## config.mk

```make
export PLATFORM = sky130hd
export DESIGN_NAME = split_access_top
export DESIGN_NICKNAME = d
export VERILOG_FILES = /design/src/rtl/split_pkg.sv /design/src/rtl/split_calc.sv /design/src/rtl/split_seq.sv /design/src/rtl/split_merge.sv /design/src/rtl/split_access_top.sv
export SDC_FILE = /design/constraint.sdc
export NUM_CORES = 1
export LEC_CHECK = 0
export BUFFER_PORTS_ARGS = -buffer_cell sky130_fd_sc_hd__buf_2
export CORE_MARGIN = 2
export CORE_UTILIZATION = 56
export CTS_CLUSTER_DIAMETER = 200
export CTS_CLUSTER_SIZE = 24
export DETAILED_ROUTE_END_ITERATION = 6
export PLACE_DENSITY = 0.87
export SETUP_SLACK_MARGIN = 0.3
export SLEW_MARGIN = 30
export SYNTH_ARGS = -nofsm -noshare
export SYNTH_HDL_FRONTEND = slang
export SYNTH_SLANG_ARGS = --single-unit
```

## constraint.sdc

```tcl
create_clock -name clk -period 3.51 [get_ports clk]
set_input_delay 0.351 -clock clk [delete_from_list [all_inputs] [get_ports clk]]
set_output_delay 0.351 -clock clk [all_outputs]
set_load 0.005 [all_outputs]
```

## src/rtl/split_pkg.sv

```systemverilog
package split_pkg;

   typedef enum logic [2:0] {
      SP_IDLE  = 3'd0,
      SP_SEND0 = 3'd1,
      SP_SEND1 = 3'd2,
      SP_WAIT  = 3'd3,
      SP_DONE  = 3'd4
   } sp_state_e;

   function automatic bit sp_pow2(input int unsigned v);
      return (v != 0) && ((v & (v - 1)) == 0);
   endfunction

endpackage

```

## src/rtl/split_calc.sv

```systemverilog
// Combinational geometry of one request: fragment sizes, second address, legality.
module split_calc #(
   parameter int ADDR_W      = 32,
   parameter int BLOCK_BYTES = 16,
   parameter int MAX_BYTES   = 8,
   parameter int SZC_W       = 2,
   parameter int CNT_W       = 4
) (
   input  logic [ADDR_W-1:0] addr,
   input  logic [SZC_W-1:0]  size_code,
   input  logic              atomic,
   output logic [ADDR_W-1:0] addr1,
   output logic [CNT_W-1:0]  n0,
   output logic [CNT_W-1:0]  n1,
   output logic              split,
   output logic              err
);
   localparam int BLK_LG = $clog2(BLOCK_BYTES);
   localparam int MAX_LG = $clog2(MAX_BYTES);
   localparam int BN_W   = ADDR_W - BLK_LG;
   localparam int OW     = (BLK_LG + 1 > CNT_W) ? BLK_LG + 1 : CNT_W;

   logic [CNT_W-1:0]  nbytes;
   logic [ADDR_W-1:0] last_a;
   logic [BN_W-1:0]   blk_a;
   logic [BN_W-1:0]   blk_l;
   logic [OW-1:0]     room;
   logic              size_bad;
   logic              span3;

   always_comb begin
      size_bad = (int'(size_code) > MAX_LG);
      nbytes   = size_bad ? CNT_W'(1) : (CNT_W'(1) << size_code);
      last_a   = addr + ADDR_W'(nbytes) - ADDR_W'(1);
      blk_a    = BN_W'(addr >> BLK_LG);
      blk_l    = BN_W'(last_a >> BLK_LG);
      split    = (blk_l != blk_a);
      addr1    = {blk_l, {BLK_LG{1'b0}}};
      room     = OW'(BLOCK_BYTES) - OW'(addr[BLK_LG-1:0]);
      n0       = split ? CNT_W'(room) : nbytes;
      n1       = split ? (nbytes - n0) : '0;
   end

   // A span of three blocks exists only when the block is smaller than the widest access.
   if (BLOCK_BYTES >= MAX_BYTES) begin : g_wide_blk
      assign span3 = 1'b0;
   end else begin : g_narrow_blk
      logic [BN_W-1:0] blk_d;
      assign blk_d = blk_l - blk_a;
      assign span3 = (blk_d > BN_W'(1));
   end

   assign err = span3 || (split && atomic) || size_bad;

endmodule

```

## src/rtl/split_seq.sv

```systemverilog
// Issue sequencer: captures the request, offers fragments in order, counts responses.
module split_seq import split_pkg::*; #(
   parameter int ADDR_W = 32,
   parameter int CNT_W  = 4,
   parameter int DW     = 64
) (
   input  logic              clk,
   input  logic              rst_n,
   input  logic              acc,
   input  logic              req_write,
   input  logic [ADDR_W-1:0] req_addr,
   input  logic [DW-1:0]     req_wdata,
   input  logic [ADDR_W-1:0] g_addr1,
   input  logic [CNT_W-1:0]  g_n0,
   input  logic [CNT_W-1:0]  g_n1,
   input  logic              g_split,
   input  logic              g_err,
   input  logic              c_ready,
   input  logic              r_valid,
   output logic              busy,
   output logic              c_valid,
   output logic              c_write,
   output logic [ADDR_W-1:0] c_addr,
   output logic [CNT_W-1:0]  c_nbytes,
   output logic              c_idx,
   output logic [DW-1:0]     c_wdata,
   output logic              done_valid,
   output logic              done_err,
   output logic [CNT_W-1:0]  geo_n0,
   output logic [CNT_W-1:0]  geo_n1
);
   localparam int NB = DW / 8;

   sp_state_e         st_q;
   logic [1:0]        cnt_q;
   logic [ADDR_W-1:0] a0_q, a1_q;
   logic [CNT_W-1:0]  n0_q, n1_q;
   logic              split_q, wr_q, err_q;
   logic [DW-1:0]     wbuf_q;
   logic [DW-1:0]     src;
   logic [CNT_W-1:0]  cur_n;

   always_ff @(posedge clk or negedge rst_n) begin
      if (!rst_n) begin
         st_q    <= SP_IDLE;
         cnt_q   <= 2'd0;
         a0_q    <= '0;
         a1_q    <= '0;
         n0_q    <= '0;
         n1_q    <= '0;
         split_q <= 1'b0;
         wr_q    <= 1'b0;
         err_q   <= 1'b0;
         wbuf_q  <= '0;
      end else begin
         case (st_q)
            SP_IDLE: if (acc) begin
               a0_q    <= req_addr;
               a1_q    <= g_addr1;
               n0_q    <= g_n0;
               n1_q    <= g_n1;
               split_q <= g_split;
               wr_q    <= req_write;
               wbuf_q  <= req_wdata;
               err_q   <= g_err;
               st_q    <= g_err ? SP_DONE : SP_SEND0;
            end
            SP_SEND0: if (c_ready) st_q <= split_q ? SP_SEND1 : SP_WAIT;
            SP_SEND1: if (c_ready) st_q <= SP_WAIT;
            SP_WAIT:  if (cnt_q == 2'd0) st_q <= SP_DONE;
            SP_DONE:  st_q <= SP_IDLE;
            default:  st_q <= SP_IDLE;
         endcase
         if (st_q == SP_IDLE && acc)
            cnt_q <= g_err ? 2'd0 : (g_split ? 2'd2 : 2'd1);
         else if (r_valid && cnt_q != 2'd0)
            cnt_q <= cnt_q - 2'd1;
      end
   end

   always_comb begin
      cur_n = (st_q == SP_SEND1) ? n1_q : n0_q;
      src   = (st_q == SP_SEND1) ? (wbuf_q >> (8 * n0_q)) : wbuf_q;
   end

   for (genvar i = 0; i < NB; i++) begin : g_wlane
      assign c_wdata[8*i +: 8] = (CNT_W'(i) < cur_n) ? src[8*i +: 8] : 8'h00;
   end

   assign busy       = (st_q != SP_IDLE);
   assign c_valid    = (st_q == SP_SEND0) || (st_q == SP_SEND1);
   assign c_idx      = (st_q == SP_SEND1);
   assign c_addr     = (st_q == SP_SEND1) ? a1_q : a0_q;
   assign c_nbytes   = cur_n;
   assign c_write    = wr_q;
   assign done_valid = (st_q == SP_DONE);
   assign done_err   = err_q && (st_q == SP_DONE);
   assign geo_n0     = n0_q;
   assign geo_n1     = n1_q;

   p_hold_r4: assert property (@(posedge clk) disable iff (!rst_n)
      (c_valid && !c_ready) |=> (c_valid && $stable(c_addr) && $stable(c_idx)
                                 && $stable(c_nbytes) && $stable(c_wdata)))
      else $error("R4: refused fragment changed");

   p_order_r5: assert property (@(posedge clk) disable iff (!rst_n)
      (c_valid && c_idx && !$past(c_valid && c_idx)) |-> $past(c_valid && !c_idx && c_ready))
      else $error("R5: fragment 1 offered before fragment 0 was taken");

   p_pulse_r6: assert property (@(posedge clk) disable iff (!rst_n)
      done_valid |=> !done_valid)
      else $error("R6: completion longer than one cycle");

   p_drain_r6: assert property (@(posedge clk) disable iff (!rst_n)
      (done_valid && !done_err) |-> $past(cnt_q == 2'd0))
      else $error("R6: completion with responses still owed");

endmodule

```

## src/rtl/split_merge.sv

```systemverilog
// Read reassembly: places each response's bytes at the lanes its index selects.
module split_merge #(
   parameter int DW    = 64,
   parameter int CNT_W = 4
) (
   input  logic             clk,
   input  logic             rst_n,
   input  logic             clr,
   input  logic             r_valid,
   input  logic             r_idx,
   input  logic [DW-1:0]    r_rdata,
   input  logic [CNT_W-1:0] n0,
   input  logic [CNT_W-1:0] n1,
   output logic [DW-1:0]    merged
);
   localparam int NB = DW / 8;

   logic [DW-1:0] shifted;
   assign shifted = r_rdata << (8 * n0);

   for (genvar i = 0; i < NB; i++) begin : g_lane
      logic       hit0, hit1;
      logic [7:0] lane_q;
      assign hit0 = r_valid && !r_idx && (CNT_W'(i) < n0);
      assign hit1 = r_valid &&  r_idx && (CNT_W'(i) >= n0) && (CNT_W'(i) < (n0 + n1));
      always_ff @(posedge clk or negedge rst_n) begin
         if (!rst_n)    lane_q <= 8'h00;
         else if (clr)  lane_q <= 8'h00;
         else if (hit0) lane_q <= r_rdata[8*i +: 8];
         else if (hit1) lane_q <= shifted[8*i +: 8];
      end
      assign merged[8*i +: 8] = lane_q;
   end

endmodule

```

## src/rtl/split_access_top.sv

```systemverilog
module split_access_top import split_pkg::*; #(
   parameter int ADDR_W        = 32,
   parameter int BLOCK_BYTES   = 16,
   parameter int MAX_ACC_BYTES = 8,
   localparam int DW    = 8 * MAX_ACC_BYTES,
   localparam int SZC_W = $clog2($clog2(MAX_ACC_BYTES) + 1),
   localparam int CNT_W = $clog2(MAX_ACC_BYTES) + 1
) (
   input  logic              clk,
   input  logic              rst_n,
   input  logic              req_valid,
   output logic              req_ready,
   input  logic              req_write,
   input  logic              req_atomic,
   input  logic [ADDR_W-1:0] req_addr,
   input  logic [SZC_W-1:0]  req_size,
   input  logic [DW-1:0]     req_wdata,
   output logic              frag_valid,
   input  logic              frag_ready,
   output logic              frag_write,
   output logic [ADDR_W-1:0] frag_addr,
   output logic [CNT_W-1:0]  frag_nbytes,
   output logic              frag_idx,
   output logic [DW-1:0]     frag_wdata,
   input  logic              resp_valid,
   input  logic              resp_idx,
   input  logic [DW-1:0]     resp_rdata,
   output logic              done_valid,
   output logic              done_err,
   output logic [DW-1:0]     done_rdata
);
   if (!sp_pow2(BLOCK_BYTES) || BLOCK_BYTES < 2) begin : g_bad_block
      $error("BLOCK_BYTES must be a power of two, at least 2");
   end
   if (!sp_pow2(MAX_ACC_BYTES) || MAX_ACC_BYTES < 2) begin : g_bad_width
      $error("MAX_ACC_BYTES must be a power of two, at least 2");
   end
   if (ADDR_W <= $clog2(BLOCK_BYTES)) begin : g_bad_addr
      $error("ADDR_W must exceed the block offset width");
   end

   logic              busy, acc;
   logic [ADDR_W-1:0] g_addr1;
   logic [CNT_W-1:0]  g_n0, g_n1, geo_n0, geo_n1;
   logic              g_split, g_err;

   assign req_ready = !busy;
   assign acc       = req_valid && !busy;

   split_calc #(
      .ADDR_W(ADDR_W), .BLOCK_BYTES(BLOCK_BYTES), .MAX_BYTES(MAX_ACC_BYTES),
      .SZC_W(SZC_W), .CNT_W(CNT_W)
   ) u_calc (
      .addr(req_addr), .size_code(req_size), .atomic(req_atomic),
      .addr1(g_addr1), .n0(g_n0), .n1(g_n1), .split(g_split), .err(g_err)
   );

   split_seq #(.ADDR_W(ADDR_W), .CNT_W(CNT_W), .DW(DW)) u_seq (
      .clk(clk), .rst_n(rst_n), .acc(acc),
      .req_write(req_write), .req_addr(req_addr), .req_wdata(req_wdata),
      .g_addr1(g_addr1), .g_n0(g_n0), .g_n1(g_n1), .g_split(g_split), .g_err(g_err),
      .c_ready(frag_ready), .r_valid(resp_valid),
      .busy(busy), .c_valid(frag_valid), .c_write(frag_write), .c_addr(frag_addr),
      .c_nbytes(frag_nbytes), .c_idx(frag_idx), .c_wdata(frag_wdata),
      .done_valid(done_valid), .done_err(done_err),
      .geo_n0(geo_n0), .geo_n1(geo_n1)
   );

   split_merge #(.DW(DW), .CNT_W(CNT_W)) u_merge (
      .clk(clk), .rst_n(rst_n), .clr(acc),
      .r_valid(resp_valid), .r_idx(resp_idx), .r_rdata(resp_rdata),
      .n0(geo_n0), .n1(geo_n1), .merged(done_rdata)
   );

   p_accept_r1: assert property (@(posedge clk) disable iff (!rst_n)
      (req_valid && req_ready) |=> !req_ready)
      else $error("R1: still ready after taking a request");

   p_err_timing_r12: assert property (@(posedge clk) disable iff (!rst_n)
      (done_valid && done_err) |-> $past(req_valid && req_ready))
      else $error("R12: error completion not in the cycle after acceptance");

   p_err_silent_r9: assert property (@(posedge clk) disable iff (!rst_n)
      (req_valid && req_ready && g_err) |=> !frag_valid)
      else $error("R9: fragment offered for a rejected access");

   p_resp_busy_r6: assert property (@(posedge clk) disable iff (!rst_n)
      resp_valid |-> !req_ready)
      else $error("R6: response while idle");

endmodule

```

### Word level (Yosys, flattened, before mapping)

Index checks and enable logic that the tools add are counted.

* bits in registers: 204
* logic and storage cells: 165
* input port bits: 170
* output and inout bits: 170

* add/subtract/negate cells: 6
* order comparisons: 32
* shift-type cells: 3
* reductions and logical operators: 49
* eq/ne operators: 9
* muxes and demuxes: 48

Operators with widths (count)
* 8-bit two-way mux: 32
* 64-bit two-way mux: 1
* 64-bit by 7-bit left shift with 64-bit output: 1
* 64-bit by 7-bit right shift with 64-bit output: 1
* 3-bit by 4-bit less-than comparator with 1-bit output, first input constant: 12
* 32-bit by 4-bit adder with 32-bit output: 1
* 32-bit two-way mux: 1
* 32-bit by 1-bit subtractor with 32-bit output, second input constant: 1
* 1-bit logical AND: 31
* 28-bit inequality test: 1
* 3-bit nonzero test: 9
* 1-bit by 4-bit less-than comparator with 1-bit output, first input constant: 6
* 2-bit by 4-bit less-than comparator with 1-bit output, first input constant: 6
* 3-bit by 4-bit greater-or-equal comparator with 1-bit output, first input constant: 4
* 3-bit two-way mux: 5
* 4-bit two-way mux: 3
* 3-bit one-hot mux with 4 select lines: 1
* 1-bit by 4-bit greater-or-equal comparator with 1-bit output, first input constant: 2
* 2-bit by 4-bit greater-or-equal comparator with 1-bit output, first input constant: 2
* 2-bit two-way mux: 4
* 3-bit by 2-bit equality test with 1-bit output, second input constant: 2
* 4-bit adder: 1
* 2-bit by 1-bit inequality test with 1-bit output, second input constant: 2
* 2-bit inequality test, second input constant: 2
* other kinds (14): 16

### Logic depth before layout (Yosys ltp)

Gate-level depths: netlist of run 1.

* depth after elaboration: 8
* mapped depth: 21
* gate-level depth less buffers: 20

### Hierarchy

From an unflattened synthesis of run 1, not the netlist that was laid out.

* cells, all modules: 1731
* area total of the unflattened synthesis: 16513.3 µm²

By module, submodules not included
* split_seq: sequential area each 3603.5 µm², cells each 769, instances 1, area an instance 8325.5 µm²
* split_merge: sequential area each 1601.5 µm², cells each 570, instances 1, area an instance 5326.4 µm²
* split_calc: sequential area each 0.0 µm², cells each 390, instances 1, area an instance 2851.5 µm²
* split_access_top: sequential area each 0.0 µm², cells each 2, instances 1, area an instance 10.0 µm²

### Least setup slack after synthesis of run 1

Ideal clock, no wire load.

* path kind: input-to-reg
* start point: input req_size[0]
* end point: register u_seq.n1_q[3] (netlist: u_seq.geo_n1[3])
* buffers on the path: 0
* data required time: 3.414 ns
* setup time: 0.096 ns
* cell stages on the path: 19
* slack: -0.906 ns
* data arrival time: 4.320 ns
* path through: nand2b_1 ha_1 inv_1 ha_1 nand3b_1 o211ai_2 nand3_1 o211ai_1 a21boi_1 o31ai_1 xnor3_1 or4b_4 nor3_4 mux2i_1 ha_1 a21o_1 a21oi_1 xnor2_1 o31ai_1

* longest elaborated chain between the ends: 7

RTL lines
* start: declaration: RTL line split_access_top.sv:16 `input logic [SZC_W-1:0] req_size,`
* 1-bit by 2-bit left shift with 4-bit output *: RTL line split_calc.sv:33 `nbytes = size_bad ? CNT_W'(1) : (CNT_W'(1) << size_code);`
* 32-bit by 4-bit adder with 32-bit output: RTL line split_calc.sv:34 `last_a = addr + ADDR_W'(nbytes) - ADDR_W'(1);`
* 32-bit by 1-bit subtractor with 32-bit output: RTL line split_calc.sv:34
* 28-bit inequality test: RTL line split_calc.sv:37 `split = (blk_l != blk_a);`
* 4-bit two-way mux: RTL line split_calc.sv:40 `n0 = split ? CNT_W'(room) : nbytes;`
* 4-bit subtractor: RTL line split_calc.sv:41 `n1 = split ? (nbytes - n0) : '0;`
* 4-bit two-way mux *: RTL line split_calc.sv:41
* end signal: assignment: RTL line split_seq.sv:61 `n1_q <= g_n1;`
* end: declaration: RTL line split_seq.sv:37 `logic [CNT_W-1:0] n0_q, n1_q;`

Mark *: on every way between the ends. The rest lies on a longest branch, timed or not.
A chain may end at the register's enable or synchronous reset.

### Final worst setup path of run 1

* start point: input req_size[1]
* end point: register u_seq.n1_q[3] (netlist: u_seq.geo_n1[3])

Same word-level chain as after synthesis.

==> results of run 1 <==
==> report_power, final <==
group / switching [mW] / total (mW) / internal [mW]
Sequential: 1.05 / 4.47 / 3.42
Combinational: 6.47 / 10.6 / 4.13
Clock: 0.888 / 1.57 / 0.681
==> timing repair <==
item	CTS	global route
buffers inserted	8	17
pin swaps	10	14
cloned	0	0
gates resized for setup	45	70
hold buffers	1	0
endpoints found under the hold margin	87	0
endpoints found under the setup margin	78	78
==> cells in the final DEF, fill, tap and decap left out, types with 6 or more instances in the layout <==
| master | n |
|---|---|
| xor2_1 | 17 |
| buf_4 | 233 |
| buf_12 | 7 |
| a221oi_1 | 18 |
| xnor2_1 | 36 |
| buf_2 | 336 |
| dfrtp_1 | 198 |
| o21ai_0 | 133 |
| buf_6 | 15 |
| mux2i_1 | 63 |
| a221o_1 | 11 |
| nor2_1 | 192 |
| o22ai_1 | 6 |
| a22oi_1 | 65 |
| ha_1 | 33 |
| inv_1 | 66 |
| mux2_2 | 39 |
| a221oi_2 | 6 |
| nand4_1 | 17 |
| o31ai_1 | 22 |
| o211ai_1 | 16 |
| nand2_1 | 457 |
| a211oi_1 | 20 |
| nand3_1 | 36 |
| o21a_1 | 7 |
| o21ai_1 | 8 |
| a22o_1 | 14 |
| and2_1 | 16 |
| a21oi_4 | 6 |
| a21o_1 | 16 |
| a31oi_1 | 13 |
| nor3_1 | 20 |
| a21oi_2 | 7 |
| a21oi_1 | 103 |
| clkbuf_16 | 13 |
| a222oi_1 | 7 |
==> cells in the mapped netlist, types with 3 or more instances <==
| cell type | count |
|---|---|
| o221ai_1 | 5 |
| o211ai_1 | 16 |
| buf_1 | 11 |
| xnor3_1 | 4 |
| buf_2 | 9 |
| o21ai_1 | 9 |
| mux2i_1 | 67 |
| nor2_1 | 199 |
| mux2_2 | 40 |
| o31ai_1 | 26 |
| nor4_1 | 5 |
| o22ai_1 | 8 |
| a221o_1 | 11 |
| a31oi_1 | 15 |
| ha_1 | 40 |
| clkbuf_1 | 114 |
| xor2_1 | 17 |
| a21oi_2 | 4 |
| a221oi_1 | 23 |
| xnor2_1 | 37 |
| a21o_1 | 16 |
| nor3_1 | 26 |
| and2_1 | 16 |
| inv_1 | 72 |
| or2_2 | 5 |
| or3_1 | 3 |
| o21ai_0 | 135 |
| a21oi_1 | 111 |
| a22o_1 | 14 |
| a222oi_1 | 7 |
| nor2b_1 | 4 |
| dfrtp_1 | 204 |
| nand4_1 | 17 |
| nand2b_1 | 9 |
| a211oi_1 | 21 |
| nand2_1 | 463 |
| o21a_1 | 7 |
| nand3_1 | 36 |
| a22oi_1 | 65 |
==> worst reg2reg max path: stages (launching register included) <==
cell and delay (ns):
dfrtp_2 0.46, buf_4 0.24, fa_1 0.46, xor2_1 0.20, or2_2 0.33, o211ai_1 0.17, o21ai_0 0.11, nand2_1 0.42
mux2i_1 0.29, nor2_1 0.08
==> cells by family (layout without fill, tap and decap cells) <==
logic type	count (synthesis)	after routing
buf+inv	211	683
xor+xnor	59	59
other cells	0	3
flops	204	204
simple gates	794	794
fa+ha+maj	42	42
compound gates	520	520
mux	107	107
==> through the flow <==
step                power (mW)  area [sq um]
floorplan                9.940         14920
global placement         13.81         18310
detailed placement       14.06         18310
CTS                      15.80         18930
global route             17.53         19370
finish                   16.64         19380
==> layout make-up <==
type	count	area (sq um)	area share (%)
antenna	3	7.507	0.03874
clock buffer	14	329.1	1.698
clock inverter	1	16.27	0.08394
inverter	73	282.8	1.459
multi-input combinational	1522	9414	48.58
sequential	204	5115	26.40
tap	335	419.2	2.163
timing repair buffer	595	3794	19.58
==> flip-flops by register name, summed over array words and instances (netlist names), 2 cells and up <==
register               flops
u_merge.g_lane.lane_q     64
u_seq.a0_q                32
u_seq.a1_q                28
u_seq.cnt_q                2
u_seq.geo_n0               4
u_seq.geo_n1               4
u_seq.st_q                 3
u_seq.wbuf_q              64
==> how the worst max path moves through the flow <==
stage | from | endpoint | slack, ns | cells past startpoint
after floorplan | req_size[0] | u_seq.geo_n1[3]$_DFFE_PN0P_ | -0.73 | 19
after global placement | req_addr[8] | u_seq.geo_n1[3]$_DFFE_PN0P_ | -1.07 | 20
after detailed placement | req_size[1] | u_seq.geo_n1[2]$_DFFE_PN0P_ | -1.27 | 20
after CTS | req_size[0] | u_seq.geo_n1[3]$_DFFE_PN0P_ | -0.57 | 22
after global routing | req_size[0] | u_seq.geo_n1[3]$_DFFE_PN0P_ | -1.05 | 22
final | req_size[1] | u_seq.geo_n1[3]$_DFFE_PN0P_ | -0.92 | 21
==> per-layer routing <==
metal  vias up  GRT usage [%]  share of wire [%]
li1       7713              -                  -
met1      8268          57.16                 39
met2      1190          68.52                 45
met3       263          7.771                 10
met4         4          20.24                5.9
met5         -              0              0.043
==> flow_summary.yaml, run 1 <==
pwr:
  peakVddDrop_v: 0.0006581
  p_leak_nw: 9.748
  powerDensity_nw_per_um2: 858.8
die:
  num_rows: 59
  dieArea_sq_um: 27820
  start_util_pct: 56.95
  design.core.area_sq_um: 26060
  die_w_um: 166.8
  die_y_um: 166.8
  io_pins: 340
synthesis:
  synthAdderAreaFrac_pct: 3.642
  synthMuxAreaShare_pct: 7.554
  synth_cells: 1937
  yosys-top-cells-area: "dfrtp_1 34%, nand2_1 12%, nor2_1 5.0%"
  yosys.area.top_type_share_pct: 34.40
  synth_top_family_by_area: "compound AO/OA/AOI/OAI gates"
  synth_xor_xnor_area_share_pct: 3.904
  synth_compound_area_share_pct: 22.92
  synth_nets: 2149
  yosysTopAreaCell: "dfrtp_1"
  async_flop_share_pct: 100.0
  synth_edf_count: 0
  yosys_register_bits: 204
  synth_cell_type_count: 74
  synthSimpleGateAreaFrac_pct: 22.01
  synth_ff_type: "dfrtp_1"
  syn-cell-area_sq_um: 14840
  synth_seq_area_share_pct: 34.40
  ys.warnings.count: 0
  avgSynthCellArea_sq_um: 7.662
final_layout:
  n_fill_cell: 2000
  final_util_pct: 74.36
  area_growth_syn_to_layout_pct: 30.57
  fin_cells: 2747
  finalNetCount: 2620
  layout-drive-gt1-share_pct: 31.09
routing:
  postRouteAntennaNets: 0
  via_per_inst: 6.348
  drt-initial-drc-count: 2405
  drt_wl_total_um: 63040
  post-route-drc-count: 16
  vias: 17440
  firstDrtPassIters: 7
  wl_per_cell_um: 22.95
sta:
  setup_viol: 13
  max-slew-margin-rel_pct: 47.24
  drv_slew: 0
  clock_skew_ns: 0.03453
  fin_crit_sh_pct: 126.1
  tightest_slew_ns: 0.7914
  hold_violations: 0
  timing.final.ws_setup_ns: -0.9152
  fmax_ghz: 0.2260
  min_period_ns: 4.425
  whs_ns: 0.007714
  grt_setup_unrepaired: "true"
  finalSetupTns_ns: -4.344
clock_tree:
  clkLatencyLatePin_ns: 0.52
  cts_tree: "done"
  cts_buffer_depth: 3
  path_clk_slew_ns: 0.12
  cts_root_buf: "clkbuf_16"
  cts_sinks: 204
  htree_levels: 1
  cts_buffers: 12
critical_path:
  critical_path_buf_inv_count: 3
  cpLargestDelayFamily: "compound AO/OA/AOI/OAI gates"
  crit_type: "in -> reg"
  r2r-end: "u_merge.g_lane[0].lane_q[4]$_DFFE_PN0P_"
  crit_top_cell: "ha_4"
  ff2ff_setup_slack_ns: 0.58
  cp-start-kind: "primary input"
  critPathSlowestCell: "or4b_4"
  worst_setup_path_end_kind: "register"
  arrival_ns: 4.81
  path_cells: "buf_4 -> nand2_2 -> ha_4 -> inv_2 -> ha_4 -> nand3b_1 -> o211ai_2 -> nand3_1 -> o211ai_1 -> a21boi_2 -> o31ai_2 -> xnor3_1 -> or4b_4 -> nor3_4 -> buf_6 -> mux2i_4 -> ha_1 -> a21o_1 -> a21oi_2 -> xnor2_1 -> o31ai_1"
  cp.required_ns: 3.89
  critPathMaxStageDelay_ns: 0.48
  r2r_start: "u_seq.geo_n0[1]$_DFFE_PN0P_"
  path_max_fanout: 5
  reg2reg_depth: 9
worst_hold_path:
  hold_depth: 3
  worst_hold_path_type: "in -> reg"
  worstHoldStart: "req_wdata[60]"
  whs_endpoint: "u_seq.wbuf_q[60]$_DFFE_PN0P_"
placement:
  gp_congestion: 1.029
  dp_cells: 2703
  dp_hpwl_um: 46680
  io_buffers: 339
  post-place-ws_ns: -1.274
grt:
  grt_pass1_vias: 16700
  grt_overflow: 0
  antenna_found_initial: 4
  grt_first_pass_wirelength_um: 94810
  grt_max_degree: 115
  grt_usage_pct: 43.03
outcome:
  violations: "design-rule violations, negative setup slack"
  status: "finished with violations"
job:
  cap_violations: 0
(Power assumes the default switching activity.)
==> run 2, diff against run 1 <==
Settings changed: CELL_PAD_IN_SITES_DETAIL_PLACEMENT set to 1, CELL_PAD_IN_SITES_GLOBAL_PLACEMENT set to 2, CORE_UTILIZATION 56 to 31, PLACE_DENSITY 0.87 to 0.86.
==> run 2 against run 1 <==
Compared with the run above: the run ends with negative setup slack left; die area is 78% higher; count of clock-buffer cells in the layout unchanged; final cell count up 12%; register-to-register slack improved by 0.05 ns; maximum frequency rose by 6.7%; combinational power hardly changed; critical endpoint is now u_seq.geo_n0[3]$_DFFE_PN0P_.
==> flow_summary.yaml, run 2 (synthesized netlist as in run 1, its figures left out) <==
pwr:
  p_seq_share_pct: 27.0
  p_int_mw: 8.300
  p_sw_mw: 8.326
  power_mw: 16.63
  comb_power_share_pct: 63.5
  p_clk_share_pct: 9.5
  peakVddDrop_v: 0.0003341
  powerDensity_nw_per_um2: 826.4
  power_switching_share_pct: 50.08
  p_leak_nw: 9.989
critical_path:
  reg2reg_depth: 9
  arrival_ns: 4.55
  path_max_fanout: 4
  critical_path_buf_inv_count: 13
  ff2ff_setup_slack_ns: 0.63
  critPathMaxStageDelay_ns: 0.56
  setup.worst_path.start: "req_size[0]"
  r2r-end: "u_merge.g_lane[0].lane_q[7]$_DFFE_PN0P_"
  worst_setup_path_end_kind: "register"
  critPathSlowestCell: "or4b_4"
  cp-start-kind: "primary input"
  cp.required_ns: 3.91
  r2r_start: "u_seq.geo_n0[0]$_DFFE_PN0P_"
  crit_top_cell: "buf_6"
  cpLargestDelayFamily: "simple AND/OR/NAND/NOR gates"
  crit_type: "in -> reg"
sta:
  timing.final.ws_setup_ns: -0.6375
  min_period_ns: 4.148
  max-slew-margin-rel_pct: 42.55
  hold_violations: 0
  finalSetupTns_ns: -6.567
  clock_skew_ns: 0.02481
  drv_slew: 0
  fmax_ghz: 0.2411
  fin_crit_sh_pct: 118.2
  setup_viol: 14
  grt_setup_unrepaired: "true"
  tightest_slew_ns: 0.8617
die:
  die_w_um: 222.8
  num_rows: 80
  io_pins: 340
  start_util_pct: 31.28
  design.core.area_sq_um: 47450
  die_y_um: 222.8
  dieArea_sq_um: 49640
final_layout:
  finalNetCount: 2664
  area_growth_syn_to_layout_pct: 35.57
  fin_cells: 3069
  layout-drive-gt1-share_pct: 32.00
  layout_commonest_cell: "nand2_1"
  n_fill_cell: 5902
  final_cell_mix: "455 x nand2_1, 336 x buf_2, 264 x buf_4"
  postLayoutCellArea_sq_um: 20120
  final_util_pct: 42.41
  reg.largest.list: "u_merge.g_lane.lane_q (64), u_seq.wbuf_q (64), u_seq.a0_q (32)"
grt:
  antenna_found_initial: 1
  grt_usage_pct: 26.94
  grt_first_pass_wirelength_um: 103900
  grt_max_degree: 95
  grt_overflow: 0
  grt_pass1_vias: 17400
outcome:
  status: "finished with violations"
  violations: "negative setup slack"
worst_hold_path:
  hold_depth: 3
  worst_hold_path_type: "in -> reg"
  whs_endpoint: "u_seq.wbuf_q[29]$_DFFE_PN0P_"
  worstHoldStart: "req_wdata[29]"
placement:
  dp_cells: 3001
  gp_congestion: 0.9881
  io_buffers: 339
  dp_hpwl_um: 52920
  placed_cell_area_sq_um: 18810
routing:
  wl_per_cell_um: 22.43
  firstDrtPassIters: 6
  vias: 16860
  drt_wl_total_um: 68850
  postRouteAntennaNets: 0
  post-route-drc-count: 0
  drt-initial-drc-count: 1182
  via_per_inst: 5.495
clock_tree:
  cts_buffer_depth: 3
  cts_root_buf: "clkbuf_16"
  htree_levels: 1
  clkLatencyLatePin_ns: 0.53
  path_clk_slew_ns: 0.10
  cts_buffers: 12
  cts_tree: "done"
  cts_sinks: 204
job:
  cap_violations: 0
run 2: what timing repair did:
item                       CTS  global route
setup endpoints to repair   64            39
pin swaps                   24            23
cloned                       2             0
resized for setup           70            47
hold buffers                 9             0
hold endpoints to repair    86             0
setup buffers               19            22
run 2: power by group through the flow:
stage	Clock (mW)	Combinational, mW	Sequential (mW)
2_1_floorplan	0	5.90	4.04
3_3_place_gp	0	9.76	4.42
3_5_place_dp	0	9.95	4.48
4_1_cts	1.65	10.3	4.44
5_1_grt	1.72	11.5	4.61
6_report	1.58	10.6	4.49
run 2: worst register-to-register path: cells and delay by family (launching register included):
kind	cells	cell delay (ns)
flops	1	0.53
simple gates	3	0.81
xor+xnor	1	0.22
mux	1	0.27
compound gates	2	0.27
fa+ha+maj	2	0.66
run 2: cell type report:
cell class,instances,area [sq um],area share [%]
Antenna cell,1,2.502,0.01244
Clock buffer,14,329.1,1.636
Clock inverter,1,16.27,0.08085
Inverter,73,281.5,1.399
Multi-Input combinational cell,1522,9402,46.73
Sequential cell,204,5110,25.40
Tap cell,615,769.5,3.825
Timing Repair Buffer,639,4209,20.92
run 2: how the worst max path moves through the flow:
| stage | slack (ns) | cells after the start | endpoint |
|---|---|---|---|
| after detailed placement | -1.37 | 20 | u_seq.geo_n1[3]$_DFFE_PN0P_ |
| after global placement | -1.21 | 20 | u_seq.geo_n1[3]$_DFFE_PN0P_ |
| after floorplan | -0.73 | 19 | u_seq.geo_n1[3]$_DFFE_PN0P_ |
| after global routing | -0.87 | 22 | u_seq.geo_n1[3]$_DFFE_PN0P_ |
| final | -0.64 | 27 | u_seq.geo_n0[3]$_DFFE_PN0P_ |
| after CTS | -0.54 | 22 | u_seq.geo_n1[3]$_DFFE_PN0P_ |
run 2: routing by layer:
layer / vias to the layer above / wire length [um] / global-route usage, %
li1: 7779 / - / -
met1: 8406 / 29690 / 35.14
met2: 555 / 33300 / 46.20
met3: 124 / 3355 / 3.187
met4: 0 / 2499 / 9.071
met5: - / 0 / 0
run 2: per-stage QoR:
step | setup WS, ns | hold slack [ns]
2_1_floorplan | -0.7341 | 0.05541
3_3_place_gp | -1.211 | 0.4560
3_5_place_dp | -1.375 | 0.4637
4_1_cts | -0.5351 | 0.001662
5_1_grt | -0.8705 | 0.006950
6_report | -0.6375 | 0.02309
==> run 3, diff against run 2 <==
Settings changed: CORE_UTILIZATION 31 to 34, GPL_TIMING_DRIVEN set to 0, PLACE_DENSITY 0.86 to 0.93.
Clock period 3.51 ns to 4.9 ns, I/O delays scaled along.
==> run 3 against run 2 <==
Compared with the run above: the run now ends clean; final cell count shrank 5.4%; flip-flop and latch count is the same; sequential share of layout area grew 2.4 points; die area shrank 8.7%; register-to-register slack gained 0.85 ns; core utilization grew 0.22 points.
==> flow_summary.yaml, run 3 (synthesized netlist as in run 1, its figures left out) <==
outcome:
  status: "finished clean"
clock_tree:
  cts_buffers: 12
  cts_tree: "done"
  cts_sinks: 204
  cts_root_buf: "clkbuf_16"
  htree_levels: 1
  clkLatencyLatePin_ns: 0.52
  cts_buffer_depth: 3
  path_clk_slew_ns: 0.11
routing:
  post-route-drc-count: 0
  drt-initial-drc-count: 1666
  via_per_inst: 5.812
  drt_wl_total_um: 75440
  wl_per_cell_um: 25.99
  firstDrtPassIters: 6
  vias: 16870
  postRouteAntennaNets: 0
sta:
  min_period_ns: 4.518
  max-slew-margin-rel_pct: 32.09
  drv_slew: 0
  setup_viol: 0
  clock_skew_ns: 0.03189
  hold_violations: 0
  tightest_slew_ns: 1.019
  fmax_ghz: 0.2213
  fin_crit_sh_pct: 92.21
  grt_setup_unrepaired: "true"
die:
  die_y_um: 212.9
  design.core.area_sq_um: 43080
  num_rows: 76
  io_pins: 340
  die_w_um: 212.9
  dieArea_sq_um: 45330
  start_util_pct: 34.45
final_layout:
  finalNetCount: 2529
  layout_commonest_cell: "nand2_1"
  reg.largest.list: "u_merge.g_lane.lane_q (64), u_seq.wbuf_q (64), u_seq.a0_q (32)"
  final_cell_mix: "459 x nand2_1, 346 x buf_2, 204 x dfrtp_1"
  area_growth_syn_to_layout_pct: 23.73
  final_util_pct: 42.63
  layout-drive-gt1-share_pct: 22.70
grt:
  grt_usage_pct: 32.64
  grt_pass1_vias: 17400
  antenna_found_initial: 2
  grt_max_degree: 77
  grt_overflow: 0
  grt_first_pass_wirelength_um: 110400
critical_path:
  cp.required_ns: 5.34
  worst_setup_path_end_kind: "register"
  r2r-end: "u_merge.g_lane[5].lane_q[7]$_DFFE_PN0P_"
  crit_type: "in -> reg"
  path_max_fanout: 8
  r2r_start: "u_seq.geo_n0[0]$_DFFE_PN0P_"
  reg2reg_depth: 7
  ff2ff_setup_slack_ns: 1.48
  arrival_ns: 4.96
  cp-start-kind: "primary input"
pwr:
  powerDensity_nw_per_um2: 645.2
  power_mw: 11.85
  peakVddDrop_v: 0.0003303
  p_leak_nw: 8.849
job:
  cap_violations: 0
placement:
  io_buffers: 339
  gp_congestion: 0.9876
  dp_hpwl_um: 60220
worst_hold_path:
  worst_hold_path_type: "in -> reg"
  whs_endpoint: "u_seq.wbuf_q[13]$_DFFE_PN0P_"
  hold_depth: 3
  worstHoldStart: "req_wdata[13]"
-- run 3: cell count changes in the layout (fill, tap and decap cells not counted), sizes merged --
cell	delta
buf	-238
clkbuf	+112
dlygate4sd3	-8
bufbuf	-2
-- run 3: worst max-delay path by stage --
stage,startpoint,end,slack (ns),cells after the start
after floorplan,req_size[0],u_seq.geo_n1[3]$_DFFE_PN0P_,0.35,19
after global placement,req_size[0],u_seq.geo_n1[3]$_DFFE_PN0P_,-0.95,20
after detailed placement,req_size[1],u_seq.geo_n1[3]$_DFFE_PN0P_,-1.02,20
after CTS,req_size[0],u_seq.geo_n1[3]$_DFFE_PN0P_,0.23,21
after global routing,req_size[1],u_seq.geo_n1[1]$_DFFE_PN0P_,0.23,21
final,req_addr[16],u_seq.geo_n1[1]$_DFFE_PN0P_,0.38,20
-- run 3: stage by stage --
step | setup WS (ns) | hold WS [ns] | std cells | area, sq um | setup TNS [ns]
2_1_floorplan | 0.3451 | 0.1944 | 1937 | 14840 | 0
3_3_place_gp | -0.9513 | 0.4533 | 2861 | 17270 | -36.78
3_5_place_dp | -1.017 | 0.4625 | 2863 | 17340 | -3.807
4_1_cts | 0.2286 | 0.1249 | 2888 | 17960 | 0
5_1_grt | 0.2328 | 0.1548 | 2903 | 18360 | 0
6_report | 0.3815 | 0.1460 | 2903 | 18360 | 0
-- run 3: power breakdown --
part           total [mW]  internal (mW)  switching, mW
Clock                1.10          0.484          0.621
Combinational        7.51           2.59           4.92
Sequential           3.23           2.44          0.794
Total                11.8           5.52           6.33
-- run 3: worst max-delay path, stage by stage --
cell and delay, ns:
buf_2 0.16, inv_1 0.10, ha_1 0.27, buf_2 0.19, a21o_1 0.25, a31oi_4 0.27
o21a_1 0.21, o211ai_1 0.17, a221o_2 0.49, o31ai_1 0.25, a31oi_1 0.09, nand4bb_2 0.33
nor3_4 0.25, buf_12 0.16, mux2i_4 0.24, ha_2 0.20, inv_2 0.05, fa_2 0.55
nand2_1 0.04, o21ai_0 0.19
-- run 3: per-layer routing --
metal	share of wire [%]	wire length [um]	vias up	track usage, %
met5	0.025	19	-	0
met4	3.4	2566	2	11.21
met3	6.3	4746	140	4.398
met2	48	36030	677	55.36
met1	43	32080	8531	42.64
li1	-	-	7521	-
-- run 3: what timing repair did --
action / CTS / global route
buffers inserted: 10 / 14
endpoints found under the hold margin: 64 / 0
pin swaps: 13 / 23
gates resized for setup: 36 / 78
hold buffers: 1 / 0
endpoints found under the setup margin: 38 / 40
-- run 3: cell type report --
type	count	area (sq um)
Fill cell	5411	24710
Multi-Input combinational cell	1522	9358
Sequential cell	204	5105
Timing Repair Buffer	366	1977
Tap cell	585	732.0
Buffer	138	573.1
Clock buffer	13	325.3
Inverter	73	274.0
Clock inverter	1	16.27
Antenna cell	1	2.502
